`config.mk`:
```
export PLATFORM = sky130hd
export DESIGN_NAME = qbport_ctrl
export DESIGN_NICKNAME = d
export VERILOG_FILES = /design/src/rtl/qbport_pkg.sv /design/src/rtl/qbport_latch.sv /design/src/rtl/qbport_pin.sv /design/src/rtl/qbport_sync.sv /design/src/rtl/qbport_ctrl.sv
export SDC_FILE = /design/constraint.sdc
export NUM_CORES = 1
export LEC_CHECK = 0
export ABC_AREA = 0
export BUFFER_PORTS_ARGS = -buffer_cell sky130_fd_sc_hd__buf_2
export CORE_UTILIZATION = 45
export DETAILED_ROUTE_END_ITERATION = 10
export MAX_ROUTING_LAYER = met4
export PLACE_DENSITY = 0.76
export SYNTH_ARGS = -nofsm -noshare
export SYNTH_HDL_FRONTEND = slang
export SYNTH_HIERARCHICAL = 1
export SYNTH_SLANG_ARGS = --single-unit
```
`constraint.sdc`:
```
create_clock -name clk -period 1.25 [get_ports clk]
set_input_delay 0.25 -clock clk [delete_from_list [all_inputs] [get_ports clk]]
set_output_delay 0.25 -clock clk [all_outputs]
set_load 0.02 [all_outputs]
```
`src/rtl/qbport_pkg.sv`:
```
package qbport_pkg;

  localparam int FN_W = 3;

  typedef enum logic [1:0] {
    DM_QUASI      = 2'd0,
    DM_OPEN_DRAIN = 2'd1,
    DM_PUSH_PULL  = 2'd2,
    DM_ANALOG     = 2'd3
  } dmode_e;

  localparam logic [FN_W-1:0] FC_GPIO    = 3'd0;
  localparam logic [FN_W-1:0] FC_SERIAL  = 3'd1;
  localparam logic [FN_W-1:0] FC_TWOWIRE = 3'd2;
  localparam logic [FN_W-1:0] FC_CMP_OUT = 3'd3;
  localparam logic [FN_W-1:0] FC_CAP_IN  = 3'd4;
  localparam logic [FN_W-1:0] FC_ANALOG  = 3'd5;

  function automatic dmode_e fn_to_mode(input logic [FN_W-1:0] code);
    case (code)
      FC_TWOWIRE: return DM_OPEN_DRAIN;
      FC_CMP_OUT: return DM_PUSH_PULL;
      FC_ANALOG:  return DM_ANALOG;
      default:    return DM_QUASI;
    endcase
  endfunction

  function automatic logic fn_uses_periph(input logic [FN_W-1:0] code);
    return (code == FC_SERIAL) || (code == FC_TWOWIRE) || (code == FC_CMP_OUT);
  endfunction

endpackage

```
`src/rtl/qbport_latch.sv`:
```
module qbport_latch #(
  parameter int NPINS = 8,
  parameter int IDX_W = 3
) (
  input  logic             clk,
  input  logic             rst,
  input  logic             byte_we,
  input  logic [NPINS-1:0] byte_wdata,
  input  logic             bit_we,
  input  logic [IDX_W-1:0] bit_sel,
  input  logic             bit_wval,
  output logic [NPINS-1:0] latch_q
);

  logic [NPINS-1:0] latch_d;

  for (genvar j = 0; j < NPINS; j++) begin : g_bit
    always_comb begin
      if (byte_we)
        latch_d[j] = byte_wdata[j];
      else if (bit_we && (int'(bit_sel) == j))
        latch_d[j] = bit_wval;
      else
        latch_d[j] = latch_q[j];
    end

    AST_BIT_WRITE_LOCAL: assert property (@(posedge clk) disable iff (rst)
      (bit_we && !byte_we && (int'(bit_sel) != j)) |=> $stable(latch_q[j]))
      else $error("bit write touched pin %0d", j);
  end

  always_ff @(posedge clk) begin
    if (rst) latch_q <= '1;
    else     latch_q <= latch_d;
  end

  AST_RESET_ONES: assert property (@(posedge clk)
    rst |=> (latch_q == '1))
    else $error("latch not all ones after reset");

  AST_BYTE_LOAD: assert property (@(posedge clk) disable iff (rst)
    byte_we |=> (latch_q == $past(byte_wdata)))
    else $error("byte write not loaded");

endmodule

```
`src/rtl/qbport_pin.sv`:
```
module qbport_pin
  import qbport_pkg::*;
(
  input  logic            clk,
  input  logic            rst,
  input  logic [FN_W-1:0] fsel,
  input  logic            latch_bit,
  input  logic            periph_bit,
  output logic            low_q,
  output logic            high_q,
  output logic            pull_q,
  output logic            ana_q
);

  dmode_e mode, mode_q;
  logic   eff, track, prev_q;
  logic   low_d, high_d, pull_d, ana_d;

  assign mode  = fn_to_mode(fsel);
  assign eff   = (fsel == FC_CAP_IN) ? 1'b1
               : (latch_bit & (fn_uses_periph(fsel) ? periph_bit : 1'b1));
  // analog pins count as high so that leaving analog mode gives no pulse
  assign track = (mode == DM_ANALOG) ? 1'b1 : eff;

  always_comb begin
    low_d  = 1'b0;
    high_d = 1'b0;
    pull_d = 1'b0;
    ana_d  = 1'b0;
    case (mode)
      DM_QUASI: begin
        low_d  = !eff;
        pull_d = eff;
        high_d = eff && !prev_q;
      end
      DM_OPEN_DRAIN: low_d = !eff;
      DM_PUSH_PULL: begin
        low_d  = !eff;
        high_d = eff;
        pull_d = eff;
      end
      default: ana_d = 1'b1;
    endcase
  end

  always_ff @(posedge clk) begin
    if (rst) begin
      prev_q <= 1'b1;
      low_q  <= 1'b0;
      high_q <= 1'b0;
      pull_q <= 1'b1;
      ana_q  <= 1'b0;
      mode_q <= DM_QUASI;
    end else begin
      prev_q <= track;
      low_q  <= low_d;
      high_q <= high_d;
      pull_q <= pull_d;
      ana_q  <= ana_d;
      mode_q <= mode;
    end
  end

  AST_NO_SHOOT_THROUGH: assert property (@(posedge clk) disable iff (rst)
    !(low_q && high_q))
    else $error("both strong drivers on");

  AST_QUASI_HIGH_PULLS: assert property (@(posedge clk) disable iff (rst)
    (mode_q == DM_QUASI && !low_q) |-> pull_q)
    else $error("quasi high without pull-up");

  AST_PULSE_ONE_CYCLE: assert property (@(posedge clk) disable iff (rst)
    (high_q && mode_q == DM_QUASI) |=> !(high_q && mode_q == DM_QUASI))
    else $error("quasi high pulse longer than one cycle");

  AST_OPEN_DRAIN_LOW_ONLY: assert property (@(posedge clk) disable iff (rst)
    (mode_q == DM_OPEN_DRAIN) |-> (!high_q && !pull_q))
    else $error("open-drain pin sourcing current");

  AST_ANALOG_QUIET: assert property (@(posedge clk) disable iff (rst)
    ana_q |-> (!low_q && !high_q && !pull_q))
    else $error("analog pin has a driver on");

  AST_CAPTURE_NEVER_LOW: assert property (@(posedge clk) disable iff (rst)
    (fsel == FC_CAP_IN) |=> !low_q)
    else $error("capture input pin pulled low");

endmodule

```
`src/rtl/qbport_sync.sv`:
```
module qbport_sync #(
  parameter int NPINS  = 8,
  parameter int STAGES = 2
) (
  input  logic             clk,
  input  logic             rst,
  input  logic [NPINS-1:0] d,
  output logic [NPINS-1:0] q
);

  logic [NPINS-1:0] chain [STAGES];

  for (genvar s = 0; s < STAGES; s++) begin : g_stage
    always_ff @(posedge clk) begin
      if (rst)         chain[s] <= '0;
      else if (s == 0) chain[s] <= d;
      else             chain[s] <= chain[(s == 0) ? 0 : s-1];
    end
  end

  assign q = chain[STAGES-1];

endmodule

```
`src/rtl/qbport_ctrl.sv`:
```
module qbport_ctrl
  import qbport_pkg::*;
#(
  parameter  int NPINS       = 8,
  parameter  int SYNC_STAGES = 2,
  localparam int IDX_W       = (NPINS > 1) ? $clog2(NPINS) : 1
) (
  input  logic                  clk,
  input  logic                  rst,
  input  logic                  byte_we,
  input  logic [NPINS-1:0]      byte_wdata,
  input  logic                  bit_we,
  input  logic [IDX_W-1:0]      bit_sel,
  input  logic                  bit_wval,
  input  logic [NPINS*FN_W-1:0] fn_sel,
  input  logic [NPINS-1:0]      alt_out,
  input  logic [NPINS-1:0]      pad_in,
  output logic [NPINS-1:0]      latch_rdata,
  output logic [NPINS-1:0]      pad_rdata,
  output logic [NPINS-1:0]      drv_low,
  output logic [NPINS-1:0]      drv_high,
  output logic [NPINS-1:0]      pull_up,
  output logic [NPINS-1:0]      analog_sel
);

  logic [NPINS-1:0] latch_q;

  qbport_latch #(.NPINS(NPINS), .IDX_W(IDX_W)) u_latch (
    .clk        (clk),
    .rst        (rst),
    .byte_we    (byte_we),
    .byte_wdata (byte_wdata),
    .bit_we     (bit_we),
    .bit_sel    (bit_sel),
    .bit_wval   (bit_wval),
    .latch_q    (latch_q)
  );

  assign latch_rdata = latch_q;

  for (genvar i = 0; i < NPINS; i++) begin : g_pin
    qbport_pin u_pin (
      .clk        (clk),
      .rst        (rst),
      .fsel       (fn_sel[i*FN_W +: FN_W]),
      .latch_bit  (latch_q[i]),
      .periph_bit (alt_out[i]),
      .low_q      (drv_low[i]),
      .high_q     (drv_high[i]),
      .pull_q     (pull_up[i]),
      .ana_q      (analog_sel[i])
    );
  end

  qbport_sync #(.NPINS(NPINS), .STAGES(SYNC_STAGES)) u_sync (
    .clk (clk),
    .rst (rst),
    .d   (pad_in),
    .q   (pad_rdata)
  );

endmodule

```
After elaboration in Yosys (flattened, before gate mapping)
Memory sizes are Yosys's and may differ from the RTL's.
Cells that the tools add are included.
{"block": "classes", "n_eq_ne": 71, "mux": 69, "n_bitwise": 18, "reduce_logical": 97}
{"operator": "== test 3 bit (second input constant)", "count": 20}
{"operator": "== test 3 x 2 -> 1 bit (second input constant)", "count": 18}
{"operator": "2-to-1 mux 1 bit", "count": 51}
{"operator": "case mux 2 bit (3 select lines)", "count": 8}
{"operator": "OR reduction 2 bit", "count": 24}
{"operator": "== test 2 bit (second input constant)", "count": 16}
{"operator": "== test 3 x 1 -> 1 bit (second input constant)", "count": 9}
{"operator": "OR reduction 3 bit", "count": 8}
{"operator": "== test 2 x 1 -> 1 bit (second input constant)", "count": 8}
{"operator": "logical AND 1 bit", "count": 16}
{"operator": "zero test 1 bit", "count": 16}
{"operator": "zero test 2 bit", "count": 8}
{"operator": "logical OR 1 bit", "count": 16}
{"operator": "2-to-1 mux 8 bit", "count": 2}
{"operator": "case mux 1 bit (2 select lines)", "count": 8}
{"operator": "nonzero test 2 bit", "count": 8}
{"operator": "bitwise AND 1 bit", "count": 8}
{"operator": "inverter 1 bit", "count": 8}
{"operator": "zero test 3 bit", "count": 1}
{"operator": "bitwise OR 1 bit", "count": 2}
{"block": "totals", "reg_bits": 48, "ram_bits": 16, "out_inout_bits": 48, "elab_cells": 304, "memories": 1}
{"name": "u_sync.chain", "words": 2, "width": 8, "rd": 2, "rd_ports_with_merged_regs": 0, "write_ports": 2, "line_no": "qbport_sync.sv:11", "source": "logic [NPINS-1:0] chain [STAGES];"}

Depth between registers and ports, before layout
Gate-level depths: netlist of run 1.
{"block": "logic_depth", "word_depth": 8, "mapped_depth": 4}

Cells and area by module
The synthesis of run 1 kept the hierarchy.
{"module": "qbport_pin", "instances": 8, "cells_per_inst": 21, "area_per_inst_um2": 216.5, "seq_area_each_um2": 100.1}
{"module": "qbport_sync", "instances": 1, "cells_per_inst": 33, "area_per_inst_um2": 464.2, "seq_area_each_um2": 320.3}
{"module": "qbport_latch", "instances": 1, "cells_per_inst": 44, "area_per_inst_um2": 437.9, "seq_area_each_um2": 160.2}

Worst setup path before layout of run 1
No wires, ideal clock.
{"block": "synth_path", "path_kind": "reg-to-reg", "startpoint": "register u_latch.latch_q[3]", "endpoint": "register g_pin[3].u_pin.high_q", "setup_ns": 0.103, "arrival_ns": 1.021, "required_time_ns": 1.147, "setup_slack_ns": 0.125, "stages_incl_launch_ff": 4, "n_path_buf": 0, "path_cell_list": "dfxtp_1 and2_1 o21ai_2 a2111oi_2"}
{"block": "synth_via", "elab_chain_cells": 4}
{"element": "start, declared", "line_no": "qbport_latch.sv:12", "source": "output logic [NPINS-1:0] latch_q"}
{"element": "start signal, assigned", "line_no": "qbport_latch.sv:34", "source": "else latch_q <= latch_d;"}
{"element": "bitwise AND 1 bit *", "line_no": "qbport_pin.sv:21", "source": ": (latch_bit & (fn_uses_periph(fsel) ? periph_bit : 1'b1));"}
{"element": "2-to-1 mux 1 bit *", "line_no": "qbport_pin.sv:20", "source": "assign eff = (fsel == FC_CAP_IN) ? 1'b1"}
{"element": "logical AND 1 bit", "line_no": "qbport_pin.sv:34", "source": "high_d = eff && !prev_q;"}
{"element": "case mux 1 bit (2 select lines) *", "line_no": "qbport_pin.sv:30", "source": "case (mode)"}
{"element": "end signal, assigned", "line_no": "qbport_pin.sv:57", "source": "high_q <= high_d;"}
{"element": "end, declared", "line_no": "qbport_pin.sv:10", "source": "output logic high_q,"}
Every way passes the cells marked *; elsewhere a longest branch is shown, timed or not.
A chain may end at the register's enable or synchronous reset.

Worst setup path after layout of run 1
{"block": "layout_path", "startpoint": "register u_latch.latch_q[7]", "endpoint": "output latch_rdata[7]"}
{"element": "end, declared", "line_no": "qbport_ctrl.sv:18", "source": "output logic [NPINS-1:0] latch_rdata,"}
No word-level cell between the ends.

==> results of run 1 <==
[stage by stage]
step / instances / total power, mW / utilization
2_1_floorplan: 245 / 2.67 / -
3_3_place_gp: 421 / 2.95 / 0.586
3_5_place_dp: 421 / 2.96 / 0.586
4_1_cts: 437 / 5.06 / 0.628
5_1_grt: 437 / 5.23 / 0.629
6_report: 437 / 5.00 / 0.629
[registers in the layout, indices dropped and copies added, names as in the netlist]
signal and count:
g_pin.u_pin/prev_q 8, g_pin.u_pin/ana_q 8, u_latch/latch_q 8, g_pin.u_pin/pull_q 8
u_sync/chain 16, g_pin.u_pin/low_q 8, g_pin.u_pin/high_q 8
[routing by layer]
metal / global-route usage / share of wire / vias up
li1: - / - / 1099
met1: 0.221 / 0.46 / 968
met2: 0.293 / 0.45 / 81
met3: 0.0523 / 0.072 / 11
met4: 0.0981 / 0.020 / 0
met5: - / 0 / -
[cell type report]
class                           count  area [um^2]
Fill cell                         477         2070
Multi-Input combinational cell    176         1320
Sequential cell                    64         1280
Timing Repair Buffer              108          568
Clock buffer                       10          128
Clock inverter                      6          108
Tap cell                           72         90.1
Inverter                            1         3.75
[cells in the final DEF, fill, tap and decap left out, drive strengths merged]
cell type  instances
nand2b             8
inv                1
a21oi              8
and4bb             3
clkinvlp           1
and2              16
clkinv             2
and2b             14
clkbuf            10
nor4b              1
nor2               8
bufinv             3
mux2i              8
a2111oi            8
o21ai             24
o21a               8
nand3b             8
nand2             16
and3b             16
dfxtp             64
nand4b             3
o211ai             8
nand4              1
buf              108
nor2b             18
[path summary, 6_finish.rpt]
check / startpoint / endpoint / slack, ns / cells past startpoint
worst min register to register: u_sync/chain[0][6] / u_sync/chain[1][6] / 0.44 / 1
worst min-delay path: pad_in[4] / u_sync/chain[0][4] / 0.12 / 2
worst max register to register: u_latch/latch_q[7] / g_pin[7].u_pin/high_q / 0.16 / 3
worst max-delay path: u_latch/latch_q[7] / latch_rdata[7] / 0.06 / 1
[power by group through the flow]
stage          logic (mW)  registers (mW)  clock network (mW)
4_1_cts             0.718            2.20                2.15
2_1_floorplan       0.315            2.35                   0
3_5_place_dp        0.714            2.25                   0
6_report            0.712            2.20                2.08
3_3_place_gp        0.702            2.24                   0
5_1_grt             0.780            2.21                2.24
[cells in the mapped netlist, drive strengths merged (3+ instances only)]
| cell | instances | area share |
|---|---|---|
| a2111oi | 8 | 0.046 |
| a21oi | 8 | 0.015 |
| and2 | 16 | 0.038 |
| and2b | 14 | 0.050 |
| and3b | 16 | 0.053 |
| and4bb | 3 | 0.014 |
| dfxtp | 64 | 0.49 |
| mux2i | 8 | 0.030 |
| nand2 | 16 | 0.023 |
| nand2b | 8 | 0.019 |
| nand3b | 8 | 0.023 |
| nand4b | 3 | 0.010 |
| nor2 | 8 | 0.019 |
| nor2b | 18 | 0.049 |
| o211ai | 8 | 0.025 |
| o21a | 8 | 0.023 |
| o21ai | 24 | 0.057 |
[cells by family (layout without fill, tap and decap cells)]
logic type             count (synthesis)  after routing  synth area share
buffers and inverters                  5            125            0.0109
DFF                                   64             64             0.486
and+or+nand+nor                      112            112             0.307
AOI/OAI and AO/OA                     56             56             0.165
muxes                                  8              8            0.0304
[timing repair]
action / 4_1_cts / 5_1_grt
endpoints found under the setup margin: 1 / 2
pin swaps: 0 / 0
gates resized for setup: 1 / 2
==> flow_metrics.tcl, run 1 <==
set metrics [dict create \
    gp_congestion 0.758 \
    worst-slew-pin-transition_ns 0.294 \
    outcome "completed" \
    dr.first_iter.drc_count 43 \
    die_area_mm2 0.00616 \
    synth_edf_count 0 \
    cp-end-kind "primary output" \
    clock_sinks 64 \
    io_buffer_count 103 \
    h-tree-depth 3 \
    design_area_mm2 0.00350 \
    grt_start_max_net_pins 32 \
    core_mm2 0.00557 \
    p_int_mw 3.80 \
    synthCells 245 \
    p_seq_frac 0.441 \
    die_height_um 78.5 \
    cts_buffer_depth 2 \
    worstPathMaxFanout 6 \
    grtUsageTotal 0.188 \
    grt_pass1_vias 2027 \
    wire_per_inst_um 11.9 \
    slew_violations 0 \
    setup_tns_ns 0 \
    powerDensity_mw_per_mm2 1430 \
    min_path_type "in -> reg" \
    initial_core_util 0.473 \
    p_leak_nw 1.62 \
    area_growth_pct 33.1 \
    insertion_delay_ns 0.33 \
    drt_wl_total_mm 5.20 \
    synth_cell_types 29 \
    antenna_found_initial 0 \
    fp.dieW_um 78.5 \
    ios 104 \
    fin_skew_ns 0.00607 \
    finalCritPeriodShare 0.954 \
    syn-num-nets 301 \
    place_ws_ns 0.0767 \
    placed_area_mm2 0.00326 \
    critPathSlowestCell "dfxtp_1" \
    async_reset_ff_frac 0 \
    worstPathArrival_ns 0.94 \
    diodes 0 \
    ys_warn_count 6 \
    power.share.clock 0.417 \
    crit_buf_inv 1 \
    fin_nets 416 \
    cts_root_buf "clkbuf_8" \
    avgSynthCellArea_um2 10.8 \
    timing.hold.ws_ns 0.121 \
    hold_viol_final 0 \
    worst-setup-path-type "reg -> out" \
    final.min_clock_period_ns 1.19 \
    synth-seq-area-share 0.486 \
    peakVddDrop_mv 0.992 \
    row_count 27 \
    ys.flop_type "dfxtp_1" \
    clk_pin_slew_ns 0.07 \
    grt.overflow.total 0 \
    p_sw_mw 1.20 \
    cts_setup_buffers 0 \
    power.share.combinational 0.142 \
    firstDrtPassIters 6 \
    crit_required_ns 1.00 \
    crit_family "flip-flops" \
    grt_pass1_wl_mm 8.71 \
    synth_seq_cells 64 \
    route.vias.total 2159 \
    setup_viol 0 \
    numCtsBuffers 9 \
    viasPerCell 4.94 \
    rsz0062_at_grt "false" \
    hold_buffers 0 \
    cap_violations 0 \
    critPathLaunchType "register" \
    relSlewSlack 0.804 \
    hpwl_mm 3.92 \
    drcViolationCount 0 \
    setup_ws_ns 0.0580 \
    drive_gt1_frac 0.474 \
    fmax_ghz 0.839 \
    syn_area_mm2 0.00263 \
    switching_share 0.240 \
    ant_nets 0 \
    cts_tree "yes" \
    path_cells "buf_2" \
    critPathMaxStageDelay_ns 0.41 \
]
Note: power is estimated with default switching activity, not from simulation.
==> inputs of run 2 (changes only) <==
--- a/config.mk
+++ b/config.mk
@@ -7,10 +7,12 @@
 export LEC_CHECK = 0
 export ABC_AREA = 0
 export BUFFER_PORTS_ARGS = -buffer_cell sky130_fd_sc_hd__buf_2
-export CORE_UTILIZATION = 45
+export CELL_PAD_IN_SITES_DETAIL_PLACEMENT = 1
+export CELL_PAD_IN_SITES_GLOBAL_PLACEMENT = 1
+export CORE_UTILIZATION = 32
 export DETAILED_ROUTE_END_ITERATION = 10
 export MAX_ROUTING_LAYER = met4
-export PLACE_DENSITY = 0.76
+export PLACE_DENSITY = 0.75
 export SYNTH_ARGS = -nofsm -noshare
 export SYNTH_HDL_FRONTEND = slang
 export SYNTH_HIERARCHICAL = 1
==> constraint.sdc (replaced) <==
create_clock -name clk -period 1 [get_ports clk]
set_input_delay 0.2 -clock clk [delete_from_list [all_inputs] [get_ports clk]]
set_output_delay 0.2 -clock clk [all_outputs]
set_load 0.02 [all_outputs]
==> run 2 against run 1 <==
The flow now finishes with violations (negative setup slack); register-to-register slack lost 0.36 ns; sequential power up 26%; sequential cell count unchanged.
==> flow_metrics.tcl, run 2 (same netlist as run 1, synthesis figures left out) <==
set metrics [dict create \
    slew_violations 0 \
    worst-setup-path-type "reg -> out" \
    p_leak_nw 2.02 \
    p_int_mw 4.87 \
    ios 104 \
    rsz0062_at_grt "true" \
    worstPathArrival_ns 1.03 \
    power.share.combinational 0.217 \
    p_seq_frac 0.416 \
    rrSetupSlack_ns -0.20 \
    cts_tree "yes" \
    p_sw_mw 1.82 \
    final_util 0.586 \
    dr.first_iter.drc_count 48 \
    setup_ws_ns -0.227 \
    finalCritPeriodShare 1.23 \
    final_common_cell "buf_6" \
    fin_nets 461 \
    setup_tns_ns -2.22 \
    drcViolationCount 0 \
    gp_congestion 0.778 \
    fin_skew_ns 0.00581 \
    path_cells "buf_6 -> buf_6 -> buf_6" \
    io_buffer_count 103 \
    worst-slew-pin-transition_ns 0.332 \
    clk_pin_slew_ns 0.07 \
    insertion_delay_ns 0.34 \
    critPathMaxStageDelay_ns 0.35 \
    cap_violations 0 \
    fillCellCount 834 \
    fmax_ghz 0.815 \
    relSlewSlack 0.779 \
    hold_viol_final 0 \
    grtUsageTotal 0.190 \
    clock_sinks 64 \
    outcome "finished, violations left" \
    ant_nets 0 \
    peakVddDrop_mv 0.720 \
    setup_viol 23 \
    cp-startpoint "u_latch/latch_q[4]" \
    critPathSlowestCell "dfxtp_4" \
    cp-end-kind "primary output" \
    diodes 0 \
    hpwl_mm 5.24 \
    hold_buffers 0 \
    wire_per_inst_um 15.6 \
    grt_start_max_net_pins 36 \
    critPathLaunchType "register" \
    die_area_mm2 0.00860 \
    h-tree-depth 3 \
    drive_gt1_frac 0.717 \
    powerDensity_mw_per_mm2 1450 \
    worstPathMaxFanout 2 \
    viasPerCell 4.73 \
    route.vias.total 2424 \
    row_count 32 \
    hold_start "pad_in[1]" \
    grt_pass1_vias 2617 \
    timing.hold.ws_ns 0.0766 \
    top_register "u_sync/chain" \
    grt_pass1_wl_mm 12.2 \
    grt.overflow.total 0 \
    ff_latch_area_mm2 0.00136 \
    r2r_start "u_latch/latch_q[4]" \
    multi_input_area_mm2 0.00160 \
    min_path_type "in -> reg" \
    numCtsBuffers 9 \
    violations "negative setup slack" \
    crit_top_cell "buf_6" \
    switching_share 0.272 \
    initial_core_util 0.336 \
    place_ws_ns -0.126 \
    crit_required_ns 0.80 \
    final.min_clock_period_ns 1.23 \
    drt_wl_total_mm 8.00 \
    power.share.clock 0.367 \
    antenna_found_initial 0 \
    fp.dieW_um 92.7 \
    core_mm2 0.00785 \
    cts_root_buf "clkbuf_8" \
    area_growth_pct 74.7 \
    die_height_um 92.7 \
    cts_buffer_depth 2 \
    largest_reg_flops 16 \
    most-common-layout-cells "buf_6, buf_2, dfxtp_2" \
    firstDrtPassIters 4 \
]
[run 2: cell count changes in the layout (fill, tap and decap cells not counted), moves of 9 or more]
cell	delta
buf_6	+69
buf_2	-47
dfxtp_1	-46
dfxtp_2	+38
buf_4	+23
and2_1	-9
and2_4	+9
[run 2: final cells by class]
class | instances | share of cell area
multi-input combinational | 176 | 0.349
sequential | 64 | 0.296
timing repair buffer | 153 | 0.279
clock buffer | 11 | 0.0354
tap | 102 | 0.0277
clock inverter | 5 | 0.0128
inverter | 1 | 0.000816
[run 2: worst max-delay path, delay by kind of cell, from the launching register on]
kind                   cells  cell delay [ns]
buffers and inverters      3             0.33
flip-flops                 1             0.35
[run 2: repair_timing]
item / 4_1_cts / 5_1_grt
setup buffers: 12 / 4
endpoints found under the hold margin: 0 / 0
setup endpoints to repair: 61 / 73
gates resized for setup: 172 / 32
pin swaps: 12 / 11
[run 2: worst paths after layout]
check,cells past startpoint,endpoint
worst min register to register,1,u_sync/chain[1][6]
worst max-delay path,3,latch_rdata[4]
worst min-delay path,2,u_sync/chain[0][1]
worst max register to register,6,g_pin[4].u_pin/pull_q
[run 2: metal layers]
metal | up-vias | wire [um] | GRT usage
met5 | - | 0 | -
met4 | 0 | 85 | 0.0833
met3 | 12 | 445 | 0.0484
met2 | 79 | 4550 | 0.353
met1 | 1141 | 2920 | 0.186
li1 | 1192 | - | -
[run 2: through the flow]
| stage | power (mW) | cell area [um^2] | cells |
|---|---|---|---|
| global route | 7.02 | 4600 | 512 |
| finish | 6.68 | 4600 | 512 |
| CTS | 6.63 | 4390 | 509 |
| global placement | 3.79 | 3560 | 481 |
| floorplan | 3.33 | 2660 | 245 |
| detailed placement | 3.83 | 3560 | 481 |
[run 2: power by group through the flow]
stage | combinational [mW] | clock [mW] | sequential, mW
2_1_floorplan | 0.394 | 0 | 2.94
3_5_place_dp | 1.03 | 0 | 2.80
5_1_grt | 1.55 | 2.68 | 2.80
3_3_place_gp | 0.993 | 0 | 2.80
4_1_cts | 1.32 | 2.54 | 2.78
6_report | 1.45 | 2.45 | 2.78
==> inputs of run 3 (changes only) <==
--- a/config.mk
+++ b/config.mk
@@ -11,8 +11,10 @@
 export CELL_PAD_IN_SITES_GLOBAL_PLACEMENT = 1
 export CORE_UTILIZATION = 32
 export DETAILED_ROUTE_END_ITERATION = 10
+export GPL_TIMING_DRIVEN = 0
 export MAX_ROUTING_LAYER = met4
 export PLACE_DENSITY = 0.75
+export SKIP_CTS_REPAIR_TIMING = 1
 export SYNTH_ARGS = -nofsm -noshare
 export SYNTH_HDL_FRONTEND = slang
 export SYNTH_HIERARCHICAL = 1
==> run 3 against run 2 <==
The flow still finishes with violations (negative setup slack); wire length shrank 13%; clock power shrank 20%; via count shrank 6.7%; critical endpoint is now latch_rdata[1]; largest power group unchanged.
==> flow_metrics.tcl, run 3 (same netlist as run 1, synthesis figures left out) <==
set metrics [dict create \
    setup_ws_ns -0.0468 \
    drcViolationCount 0 \
    relSlewSlack 0.625 \
    die_height_um 92.7 \
    p_leak_nw 1.73 \
    rrSetupSlack_ns -0.02 \
    cp-end-kind "primary output" \
    crit_family "flip-flops" \
    final_util 0.515 \
    cp-startpoint "u_latch/latch_q[1]" \
    cts_root_buf "clkbuf_8" \
    hpwl_mm 4.58 \
    dr.first_iter.drc_count 19 \
    clock_sinks 64 \
    peakVddDrop_mv 0.685 \
    rsz0062_at_grt "true" \
    fin_skew_ns 0.00756 \
    grtUsageMet3 0.0640 \
    initial_core_util 0.336 \
    r2r_start "u_latch/latch_q[1]" \
    clk_pin_slew_ns 0.08 \
    cts_tree "yes" \
    core_mm2 0.00785 \
    final.min_clock_period_ns 1.05 \
    finalCritPeriodShare 1.05 \
    worstPathArrival_ns 0.85 \
    top_register "u_sync/chain" \
    min_path_type "in -> reg" \
    worst-setup-path-type "reg -> out" \
    row_count 32 \
    critPathSlowestCell "dfxtp_4" \
    ios 104 \
    grt.overflow.total 0 \
    firstDrtPassIters 2 \
    numCtsBuffers 9 \
    area_growth_pct 53.3 \
    hold_viol_final 0 \
    fmax_ghz 0.955 \
    fin_nets 419 \
    switching_share 0.289 \
    grt_pass1_vias 2138 \
    diodes 0 \
    violations "negative setup slack" \
    path_cells "buf_6" \
    worstPathMaxFanout 5 \
    grtUsageTotal 0.151 \
    setup_viol 10 \
    h-tree-depth 3 \
    final_common_cell "buf_2" \
    place_ws_ns -0.439 \
    p_int_mw 4.19 \
    p_sw_mw 1.70 \
    cap_violations 0 \
    ant_nets 0 \
    powerDensity_mw_per_mm2 1460 \
    r2r_end "g_pin[1].u_pin/high_q" \
    crit_cells 1 \
    antenna_found_initial 0 \
    p_seq_frac 0.475 \
    worst-slew-pin-transition_ns 0.562 \
    grt_pass1_wl_mm 9.82 \
    grt_start_max_net_pins 41 \
    top_usage_layer "met2" \
    outcome "finished, violations left" \
    wire_per_inst_um 14.8 \
    most-common-layout-cells "buf_2, buf_6, dfxtp_2" \
    power.share.clock 0.330 \
    crit_required_ns 0.80 \
    critPathLaunchType "register" \
    critPathMaxStageDelay_ns 0.39 \
    placed_area_mm2 0.00330 \
    endpoint "latch_rdata[1]" \
    largest_reg_flops 16 \
    fp.dieW_um 92.7 \
    drt_wl_total_mm 6.97 \
    cts_buffer_depth 2 \
    slew_violations 0 \
    io_buffer_count 101 \
    die_area_mm2 0.00860 \
    viasPerCell 4.81 \
    power.share.combinational 0.194 \
    insertion_delay_ns 0.34 \
    gp_congestion 0.776 \
    drive_gt1_frac 0.636 \
    route.vias.total 2261 \
    crit_buf_inv 1 \
    grt_util_met1 0.162 \
    use_met2 0.256 \
    design_area_mm2 0.00404 \
    r2r_cells 3 \
]
-- run 3: area by class of cell --
type | instances | area (um^2)
Clock inverter | 7 | 45.0
Timing Repair Buffer | 107 | 861
Sequential cell | 64 | 1360
Tap cell | 102 | 128
Multi-Input combinational cell | 176 | 1490
Clock buffer | 9 | 124
Inverter | 1 | 3.75
Buffer | 4 | 25.0
Fill cell | 858 | 3810
-- run 3: per-stage QoR --
step / power [mW] / setup TNS, ns / hold WS (ns) / instances
finish: 5.90 / -0.308 / 0.0746 / 470
CTS: 5.71 / -2.54 / 0.0509 / 464
floorplan: 3.33 / 0 / 0.269 / 245
detailed placement: 3.70 / -11.67 / 0.414 / 448
global route: 6.23 / -1.53 / 0.0512 / 470
global placement: 3.68 / -11.14 / 0.417 / 448
-- run 3: how the worst min path moves through the flow --
stage               from                    end  slack [ns]  depth (start not counted)
6_report       pad_in[5]     u_sync/chain[0][5]        0.07                          2
5_1_grt        pad_in[5]     u_sync/chain[0][5]        0.05                          2
4_1_cts        pad_in[6]     u_sync/chain[0][6]        0.05                          2
3_5_place_dp   pad_in[5]     u_sync/chain[0][5]        0.41                          2
3_3_place_gp   pad_in[6]     u_sync/chain[0][6]        0.42                          2
2_1_floorplan        rst  g_pin[0].u_pin/high_q        0.27                          1
-- run 3: layer usage --
layer | part of all wire | up-vias
met5 | 0 | -
met2 | 0.52 | 71
li1 | - | 1109
met1 | 0.41 | 1074
met4 | 0.0073 | 0
met3 | 0.062 | 7
-- run 3: power groups by stage --
stage / Combinational [mW] / Clock, mW / Sequential (mW)
floorplan: 0.394 / 0 / 2.94
finish: 1.15 / 1.95 / 2.80
global placement: 0.862 / 0 / 2.81
detailed placement: 0.884 / 0 / 2.82
global route: 1.24 / 2.17 / 2.82
CTS: 0.887 / 2.07 / 2.76
